--- src/rtl/wbtc_pkg.sv ---
// Package: shared types and helpers for the write-back tag controller.
// Assumes a 16-bit generator width fixed by the design.
package wbtc_pkg;

    localparam int LFSR_W = 16;

    typedef enum logic [1:0] {
        ST_IDLE  = 2'd0,
        ST_WBACK = 2'd1,
        ST_FILL  = 2'd2
    } ctrl_state_t;

    // One shift of the Fibonacci generator (taps 16,14,13,11).
    function automatic logic [LFSR_W-1:0] lfsr_step(input logic [LFSR_W-1:0] s);
        return {s[LFSR_W-2:0], s[15] ^ s[13] ^ s[12] ^ s[10]};
    endfunction

endpackage

--- src/rtl/wbtc_lfsr.sv ---
// Module: victim-selection generator. Holds a 16-bit LFSR and exposes its
// next value; the register advances only when 'step' is asserted.
// Assumes SEED is nonzero.
module wbtc_lfsr
    import wbtc_pkg::*;
#(
    parameter logic [LFSR_W-1:0] SEED = 16'hACE1
) (
    input  logic              clk,
    input  logic              rst_n,
    input  logic              step,
    output logic [LFSR_W-1:0] nxt
);
    logic [LFSR_W-1:0] cur;

    // Next value offered to the victim picker.
    always_comb nxt = lfsr_step(cur);

    // State register: seed on reset, advance once per miss.
    always_ff @(posedge clk) begin
        if (!rst_n)    cur <= SEED;
        else if (step) cur <= nxt;
    end

    p_lfsr_live_r11: assert property (@(posedge clk) disable iff (!rst_n)
        cur != '0);

endmodule

--- src/rtl/wbtc_tag_array.sv ---
// Module: tag store with valid and dirty bits per way. Gives a combinational
// lookup of one set and a read of one chosen way, and takes one install and
// one dirty-set per cycle. Assumes SETS and WAYS of 2 or more.
module wbtc_tag_array #(
    parameter int SETS   = 4,
    parameter int WAYS   = 2,
    parameter int LINE_W = 28,
    localparam int IDX_W = $clog2(SETS),
    localparam int WAY_W = $clog2(WAYS)
) (
    input  logic              clk,
    input  logic              rst_n,
    input  logic [IDX_W-1:0]  lk_idx,
    input  logic [LINE_W-1:0] lk_line,
    output logic              lk_hit,
    output logic [WAY_W-1:0]  lk_way,
    input  logic [WAY_W-1:0]  rd_way,
    output logic [LINE_W-1:0] rd_line,
    output logic              rd_valid,
    output logic              rd_dirty,
    input  logic              ins_en,
    input  logic [IDX_W-1:0]  ins_idx,
    input  logic [WAY_W-1:0]  ins_way,
    input  logic [LINE_W-1:0] ins_line,
    input  logic              dty_en,
    input  logic [IDX_W-1:0]  dty_idx,
    input  logic [WAY_W-1:0]  dty_way
);
    logic [LINE_W-1:0] tag_line  [SETS][WAYS];
    logic              tag_valid [SETS][WAYS];
    logic              tag_dirty [SETS][WAYS];
    logic [WAYS-1:0]   hit_vec;

    // Per-way comparators for the looked-up set.
    for (genvar w = 0; w < WAYS; w++) begin : g_cmp
        assign hit_vec[w] = tag_valid[lk_idx][w] && (tag_line[lk_idx][w] == lk_line);
    end

    // Encode the matching way.
    always_comb begin
        lk_way = '0;
        for (int w = 0; w < WAYS; w++)
            if (hit_vec[w]) lk_way = WAY_W'(w);
        lk_hit = |hit_vec;
    end

    // Read of the candidate victim before it is replaced.
    always_comb begin
        rd_line  = tag_line[lk_idx][rd_way];
        rd_valid = tag_valid[lk_idx][rd_way];
        rd_dirty = tag_dirty[lk_idx][rd_way];
    end

    // Entry updates: clear on reset, install on miss, mark dirty on store.
    always_ff @(posedge clk) begin
        if (!rst_n) begin
            for (int s = 0; s < SETS; s++)
                for (int w = 0; w < WAYS; w++) begin
                    tag_line[s][w]  <= '0;
                    tag_valid[s][w] <= 1'b0;
                    tag_dirty[s][w] <= 1'b0;
                end
        end else begin
            if (ins_en) begin
                tag_line[ins_idx][ins_way]  <= ins_line;
                tag_valid[ins_idx][ins_way] <= 1'b1;
                tag_dirty[ins_idx][ins_way] <= 1'b0;
            end
            if (dty_en)
                tag_dirty[dty_idx][dty_way] <= 1'b1;
        end
    end

    p_single_hit_r2: assert property (@(posedge clk) disable iff (!rst_n)
        $onehot0(hit_vec));

endmodule

--- src/rtl/wbtc_stats.sv ---
// Module: running access, miss, byte and writeback counters.
// Assumes CNT_W is wide enough that the counters do not wrap in use.
module wbtc_stats #(
    parameter int CNT_W   = 32,
    parameter int BYTES_W = 8
) (
    input  logic               clk,
    input  logic               rst_n,
    input  logic               acc_fire,
    input  logic               acc_store,
    input  logic [BYTES_W-1:0] acc_bytes,
    input  logic               miss_fire,
    input  logic               wb_fire,
    output logic [CNT_W-1:0]   rd_acc,
    output logic [CNT_W-1:0]   wr_acc,
    output logic [CNT_W-1:0]   rd_miss,
    output logic [CNT_W-1:0]   wr_miss,
    output logic [CNT_W-1:0]   rd_bytes,
    output logic [CNT_W-1:0]   wr_bytes,
    output logic [CNT_W-1:0]   wb_cnt
);
    // Counter updates, split by access direction.
    always_ff @(posedge clk) begin
        if (!rst_n) begin
            rd_acc <= '0; wr_acc <= '0; rd_miss <= '0; wr_miss <= '0;
            rd_bytes <= '0; wr_bytes <= '0; wb_cnt <= '0;
        end else begin
            if (acc_fire && !acc_store) begin
                rd_acc   <= rd_acc + 1'b1;
                rd_bytes <= rd_bytes + CNT_W'(acc_bytes);
                if (miss_fire) rd_miss <= rd_miss + 1'b1;
            end
            if (acc_fire && acc_store) begin
                wr_acc   <= wr_acc + 1'b1;
                wr_bytes <= wr_bytes + CNT_W'(acc_bytes);
                if (miss_fire) wr_miss <= wr_miss + 1'b1;
            end
            if (wb_fire) wb_cnt <= wb_cnt + 1'b1;
        end
    end

    p_miss_bound_r9: assert property (@(posedge clk) disable iff (!rst_n)
        (rd_miss <= rd_acc) && (wr_miss <= wr_acc));

endmodule

--- src/rtl/wb_tag_ctrl.sv ---
// Module: write-back cache tag controller top. Accepts one request at a time,
// resolves hit or miss in the acceptance cycle, replaces a random victim,
// then issues a writeback (if the victim was dirty) and a refill to the next
// level. Assumes SETS and LINE_BYTES are powers of two, LINE_BYTES >= 8,
// SETS >= 2 and WAYS >= 2.
module wb_tag_ctrl
    import wbtc_pkg::*;
#(
    parameter int ADDR_W     = 32,
    parameter int SETS       = 4,
    parameter int WAYS       = 2,
    parameter int LINE_BYTES = 16,
    parameter int BYTES_W    = 8,
    parameter int CNT_W      = 32,
    parameter logic [15:0] SEED = 16'hACE1
) (
    input  logic               clk,
    input  logic               rst_n,
    input  logic               req_valid,
    output logic               req_ready,
    input  logic [ADDR_W-1:0]  req_addr,
    input  logic [BYTES_W-1:0] req_bytes,
    input  logic               req_store,
    output logic               mem_valid,
    input  logic               mem_ready,
    output logic               mem_write,
    output logic [ADDR_W-1:0]  mem_addr,
    output logic [CNT_W-1:0]   stat_rd_acc,
    output logic [CNT_W-1:0]   stat_wr_acc,
    output logic [CNT_W-1:0]   stat_rd_miss,
    output logic [CNT_W-1:0]   stat_wr_miss,
    output logic [CNT_W-1:0]   stat_rd_bytes,
    output logic [CNT_W-1:0]   stat_wr_bytes,
    output logic [CNT_W-1:0]   stat_wb
);
    localparam int OFF    = $clog2(LINE_BYTES);
    localparam int IDX_W  = $clog2(SETS);
    localparam int WAY_W  = $clog2(WAYS);
    localparam int LINE_W = ADDR_W - OFF;
    localparam logic [ADDR_W-1:0] ALIGN_MASK = ~ADDR_W'(LINE_BYTES - 1);

    ctrl_state_t       state;
    logic [IDX_W-1:0]  lk_idx;
    logic [LINE_W-1:0] lk_line;
    logic              lk_hit;
    logic [WAY_W-1:0]  lk_way;
    logic [15:0]       lfsr_nxt;
    logic [WAY_W-1:0]  vic_way;
    logic [LINE_W-1:0] vic_line;
    logic              vic_valid, vic_dirty;
    logic              acc_fire, miss_fire, wb_fire, fill_done;
    logic              dty_en;
    logic [IDX_W-1:0]  dty_idx;
    logic [WAY_W-1:0]  dty_way;
    logic [IDX_W-1:0]  pend_idx;
    logic [WAY_W-1:0]  pend_way;
    logic              pend_store;
    logic [ADDR_W-1:0] pend_addr;
    logic [ADDR_W-1:0] wb_addr;

    // Request decode: set index and line address.
    always_comb begin
        lk_idx  = req_addr[OFF +: IDX_W];
        lk_line = req_addr[ADDR_W-1:OFF];
    end

    // Handshake and event strobes.
    always_comb begin
        req_ready = (state == ST_IDLE);
        acc_fire  = req_valid && req_ready;
        miss_fire = acc_fire && !lk_hit;
        wb_fire   = miss_fire && vic_valid && vic_dirty;
        fill_done = (state == ST_FILL) && mem_ready;
        vic_way   = WAY_W'(lfsr_nxt % 16'(WAYS));
    end

    // Dirty-set source: store hit now, or store miss at refill completion.
    always_comb begin
        dty_en  = 1'b0;
        dty_idx = lk_idx;
        dty_way = lk_way;
        if (acc_fire && lk_hit && req_store) begin
            dty_en = 1'b1;
        end else if (fill_done && pend_store) begin
            dty_en  = 1'b1;
            dty_idx = pend_idx;
            dty_way = pend_way;
        end
    end

    // Next-level request port, driven from registered state only.
    always_comb begin
        mem_valid = (state != ST_IDLE);
        mem_write = (state == ST_WBACK);
        mem_addr  = (state == ST_WBACK) ? wb_addr : pend_addr;
    end

    // Miss sequencer: idle -> optional writeback -> refill -> idle.
    always_ff @(posedge clk) begin
        if (!rst_n) begin
            state      <= ST_IDLE;
            pend_idx   <= '0;
            pend_way   <= '0;
            pend_store <= 1'b0;
            pend_addr  <= '0;
            wb_addr    <= '0;
        end else begin
            case (state)
                ST_IDLE: if (miss_fire) begin
                    pend_idx   <= lk_idx;
                    pend_way   <= vic_way;
                    pend_store <= req_store;
                    pend_addr  <= req_addr & ALIGN_MASK;
                    wb_addr    <= {vic_line, OFF'(0)};
                    state      <= (vic_valid && vic_dirty) ? ST_WBACK : ST_FILL;
                end
                ST_WBACK: if (mem_ready) state <= ST_FILL;
                ST_FILL:  if (mem_ready) state <= ST_IDLE;
                default:  state <= ST_IDLE;
            endcase
        end
    end

    wbtc_lfsr #(.SEED(SEED)) u_lfsr (
        .clk   (clk),
        .rst_n (rst_n),
        .step  (miss_fire),
        .nxt   (lfsr_nxt)
    );

    wbtc_tag_array #(.SETS(SETS), .WAYS(WAYS), .LINE_W(LINE_W)) u_tags (
        .clk      (clk),
        .rst_n    (rst_n),
        .lk_idx   (lk_idx),
        .lk_line  (lk_line),
        .lk_hit   (lk_hit),
        .lk_way   (lk_way),
        .rd_way   (vic_way),
        .rd_line  (vic_line),
        .rd_valid (vic_valid),
        .rd_dirty (vic_dirty),
        .ins_en   (miss_fire),
        .ins_idx  (lk_idx),
        .ins_way  (vic_way),
        .ins_line (lk_line),
        .dty_en   (dty_en),
        .dty_idx  (dty_idx),
        .dty_way  (dty_way)
    );

    wbtc_stats #(.CNT_W(CNT_W), .BYTES_W(BYTES_W)) u_stats (
        .clk       (clk),
        .rst_n     (rst_n),
        .acc_fire  (acc_fire),
        .acc_store (req_store),
        .acc_bytes (req_bytes),
        .miss_fire (miss_fire),
        .wb_fire   (wb_fire),
        .rd_acc    (stat_rd_acc),
        .wr_acc    (stat_wr_acc),
        .rd_miss   (stat_rd_miss),
        .wr_miss   (stat_wr_miss),
        .rd_bytes  (stat_rd_bytes),
        .wr_bytes  (stat_wr_bytes),
        .wb_cnt    (stat_wb)
    );

    p_req_hold_r10: assert property (@(posedge clk) disable iff (!rst_n)
        mem_valid && !mem_ready |=> mem_valid && $stable(mem_addr) && $stable(mem_write));

    p_wb_then_fill_r6: assert property (@(posedge clk) disable iff (!rst_n)
        mem_valid && mem_ready && mem_write |=> mem_valid && !mem_write);

    p_stall_after_miss_r10: assert property (@(posedge clk) disable iff (!rst_n)
        req_valid && req_ready && !lk_hit |=> !req_ready && mem_valid);

endmodule

--- config.mk ---
export PLATFORM = sky130hd
export DESIGN_NAME = wb_tag_ctrl
export DESIGN_NICKNAME = d
export VERILOG_FILES = /design/src/rtl/wbtc_pkg.sv /design/src/rtl/wbtc_lfsr.sv /design/src/rtl/wbtc_tag_array.sv /design/src/rtl/wbtc_stats.sv /design/src/rtl/wb_tag_ctrl.sv
export SDC_FILE = /design/constraint.sdc
export NUM_CORES = 1
export LEC_CHECK = 0
export CAP_MARGIN = 15
export CORE_MARGIN = 2
export CORE_UTILIZATION = 30
export DETAILED_ROUTE_END_ITERATION = 10
export PLACE_DENSITY = 0.49
export SYNTH_ARGS = -nofsm -noshare
export SYNTH_HDL_FRONTEND = slang
export SYNTH_HIERARCHICAL = 1
export SYNTH_SLANG_ARGS = --single-unit
--- constraint.sdc ---
create_clock -name clk -period 10.56 [get_ports clk]
set_input_delay 1.584 -clock clk [delete_from_list [all_inputs] [get_ports clk]]
set_output_delay 1.584 -clock clk [all_outputs]
set_load 0.01 [all_outputs]
==> reports/qor.yml <==
hp-start: "u_tags/tag_valid[0][0]$_DFF_P_"
fmax_mhz: 133
irDropWorstVdd_mv: 0.125
track_usage_pct: 17.9
syn_inst: 2486
holdPathEnd: "u_tags/tag_valid[0][0]$_DFF_P_"
htreeDepth: 2
die_h_um: 299
power_density_mw_per_mm2: 156
first_pass_iters: 5
start_util_pct: 30.1
worst_hold_path_type: "reg2reg"
cp_common_cell: "buf_4"
drc: 0
worst_pin_slew_ns: 1.04
ant_nets: 0
dp_hpwl_um: 55600
syn-cell-area_sq_mm: 0.0261
nets: 2797
endpoint_kind: "flop"
path_clk_slew_ns: 0.06
max_slew_margin_pct: 30.6
dr_total_vias: 19900
cts_tree: "done"
yosys_warnings: 6
hold_viol: 0
tns_ns: 0
path_class: "in2reg"
wl_um: 82600
place_area_sq_mm: 0.0301
drive_gt1_share_pct: 10.5
overflow: 0
fin_worst_skew_ns: 0.0417
cts_buffers: 61
grt_max_degree: 121
die_w_um: 299
std_cell_rows: 108
cp-start-kind: "input pin"
worstSkewPairLatency_ns: 0.65
clockRootBuffer: "clkbuf_16"
syn2layout_area_growth_pct: 23.4
cts-hold-fix-buffers: 0
cts_num_sinks: 540
finalMaxSlewViolations: 0
final_core_util_pct: 37.2
period_share_pct: 71.3
first_iter_violations: 1422
holdWs_ns: 0.454
arrival_ns: 7.86
grt_first_pass_wirelength_um: 122000
core_area_sq_mm: 0.0865
status: "finished clean"
first_global_vias: 19100
routedWlPerCell_um: 21.0
final.min_clock_period_ns: 7.53
final_area_sq_mm: 0.0322
worst_path_max_delay_cell: "a2111oi_0"
finalSetupViolCount: 0
max_cap_violations: 0
antenna_found_initial: 5
rsz0062_at_grt: "false"
r2r_end: "u_tags/tag_line[0][51]$_SDFFCE_PN0P_"
leakage_nw: 11.9
worstReg2RegStart: "u_tags/tag_line[3][10]$_SDFFCE_PN0P_"
r2r_cells: 14
crit_required_ns: 10.89
path_cells: "buf_4, buf_4, buf_4, mux2i_1, o22ai_1, a2111oi_0, nand4_1, o22ai_2, or4b_4, inv_1, buf_4, nand3b_1, nor3_2, buf_4, nand2b_1, buf_4"
io_pins: 304
power_mw: 5.02
min_delay_path_depth: 2
die-area_sq_mm: 0.0893
post_cts_buffers: 0
reg2reg_slack_ns: 4.78
cts-resized-gates: 0
max_stage_delay_ns: 0.89
syn_avg_cell_area_sq_um: 10.5
cp_max_fo: 53
gp_congestion: 0.847
io_buffers: 295
cts_max_path_buffers: 3
worst-path-buf-inv: 7
routed_via_density: 5.05
critical-path-top-delay-family: "buffers and inverters"
[stage by stage]
step                setup WS, ns  cells
floorplan                   3.75   2489
CTS                         3.18   3935
detailed placement          2.54   3819
global route                2.74   3939
global placement            2.49   3819
finish                      3.03   3939
[power breakdown]
group          internal [mW]  switching (mW)
Sequential              2.25          0.0359
Clock                   1.28           0.888
Combinational          0.212           0.360
Total                   3.74            1.28
[cell usage in the layout, fill, tap and decap left out, types with 94 or more instances in the layout]
| master | instances |
|---|---|
| and2_1 | 153 |
| and3_1 | 122 |
| clkdlybuf4s50_1 | 292 |
| dfxtp_1 | 316 |
| edfxtp_1 | 224 |
| nand2_1 | 237 |
| nand3_1 | 138 |
| nor2_1 | 191 |
| o21ai_0 | 94 |
| xor2_1 | 129 |
[worst reg2reg max path, cell delays in order, from the launching register on]
cell,delay (ns)
edfxtp_1,0.39
mux4_2,0.49
xnor2_1,0.27
nand4_1,0.21
a2111oi_0,0.81
nand4_1,0.26
o22ai_2,0.43
or4b_4,0.38
inv_1,0.08
buf_4,0.26
nand3b_1,0.51
nor3_2,0.06
buf_4,0.29
nand2b_1,0.56
buf_4,0.46
[routing by layer]
layer | routed length, um | global-route usage, % | vias to the layer above
li1 | - | - | 9376
met1 | 36300 | 23.6 | 9761
met4 | 2870 | 6.32 | 6
met2 | 37600 | 28.7 | 626
met5 | 32 | 0 | -
met3 | 5840 | 4.10 | 138
[flip-flops by register name (all words and copies together), names as in the netlist]
signal	flops
u_tags/tag_line	224
u_stats/rd_acc	32
u_stats/rd_bytes	32
u_stats/rd_miss	32
u_stats/wb_cnt	32
u_stats/wr_acc	32
u_stats/wr_bytes	32
u_stats/wr_miss	32
wb_addr	28
pend_addr	27
u_lfsr/cur	16
u_tags/tag_dirty	8
u_tags/tag_valid	8
state	2
pend_idx	1
pend_store	1
pend_way	1
[cell type report]
type,count,area [sq um]
multi-input combinational,1760,12300
tap,1155,1450
fill,8486,54300
inverter,43,166
clock inverter,23,289
sequential,540,13100
clock buffer,93,1770
timing repair buffer,323,3160
antenna,2,5.00
[how the worst max path moves through the flow]
stage	slack [ns]	endpoint	cells past startpoint	from
floorplan	3.75	u_tags/tag_dirty[3][1]$_DFF_P_	15	req_addr[4]
global placement	2.49	u_tags/tag_line[0][38]$_SDFFCE_PN0P_	16	req_addr[4]
detailed placement	2.54	u_tags/tag_line[0][37]$_SDFFCE_PN0P_	16	req_addr[4]
CTS	3.18	u_tags/tag_line[0][47]$_SDFFCE_PN0P_	16	req_addr[4]
global route	2.74	u_tags/tag_line[0][47]$_SDFFCE_PN0P_	16	req_addr[4]
finish	3.03	u_tags/tag_line[0][51]$_SDFFCE_PN0P_	16	req_addr[4]
Power figures use the tool's default switching activity.
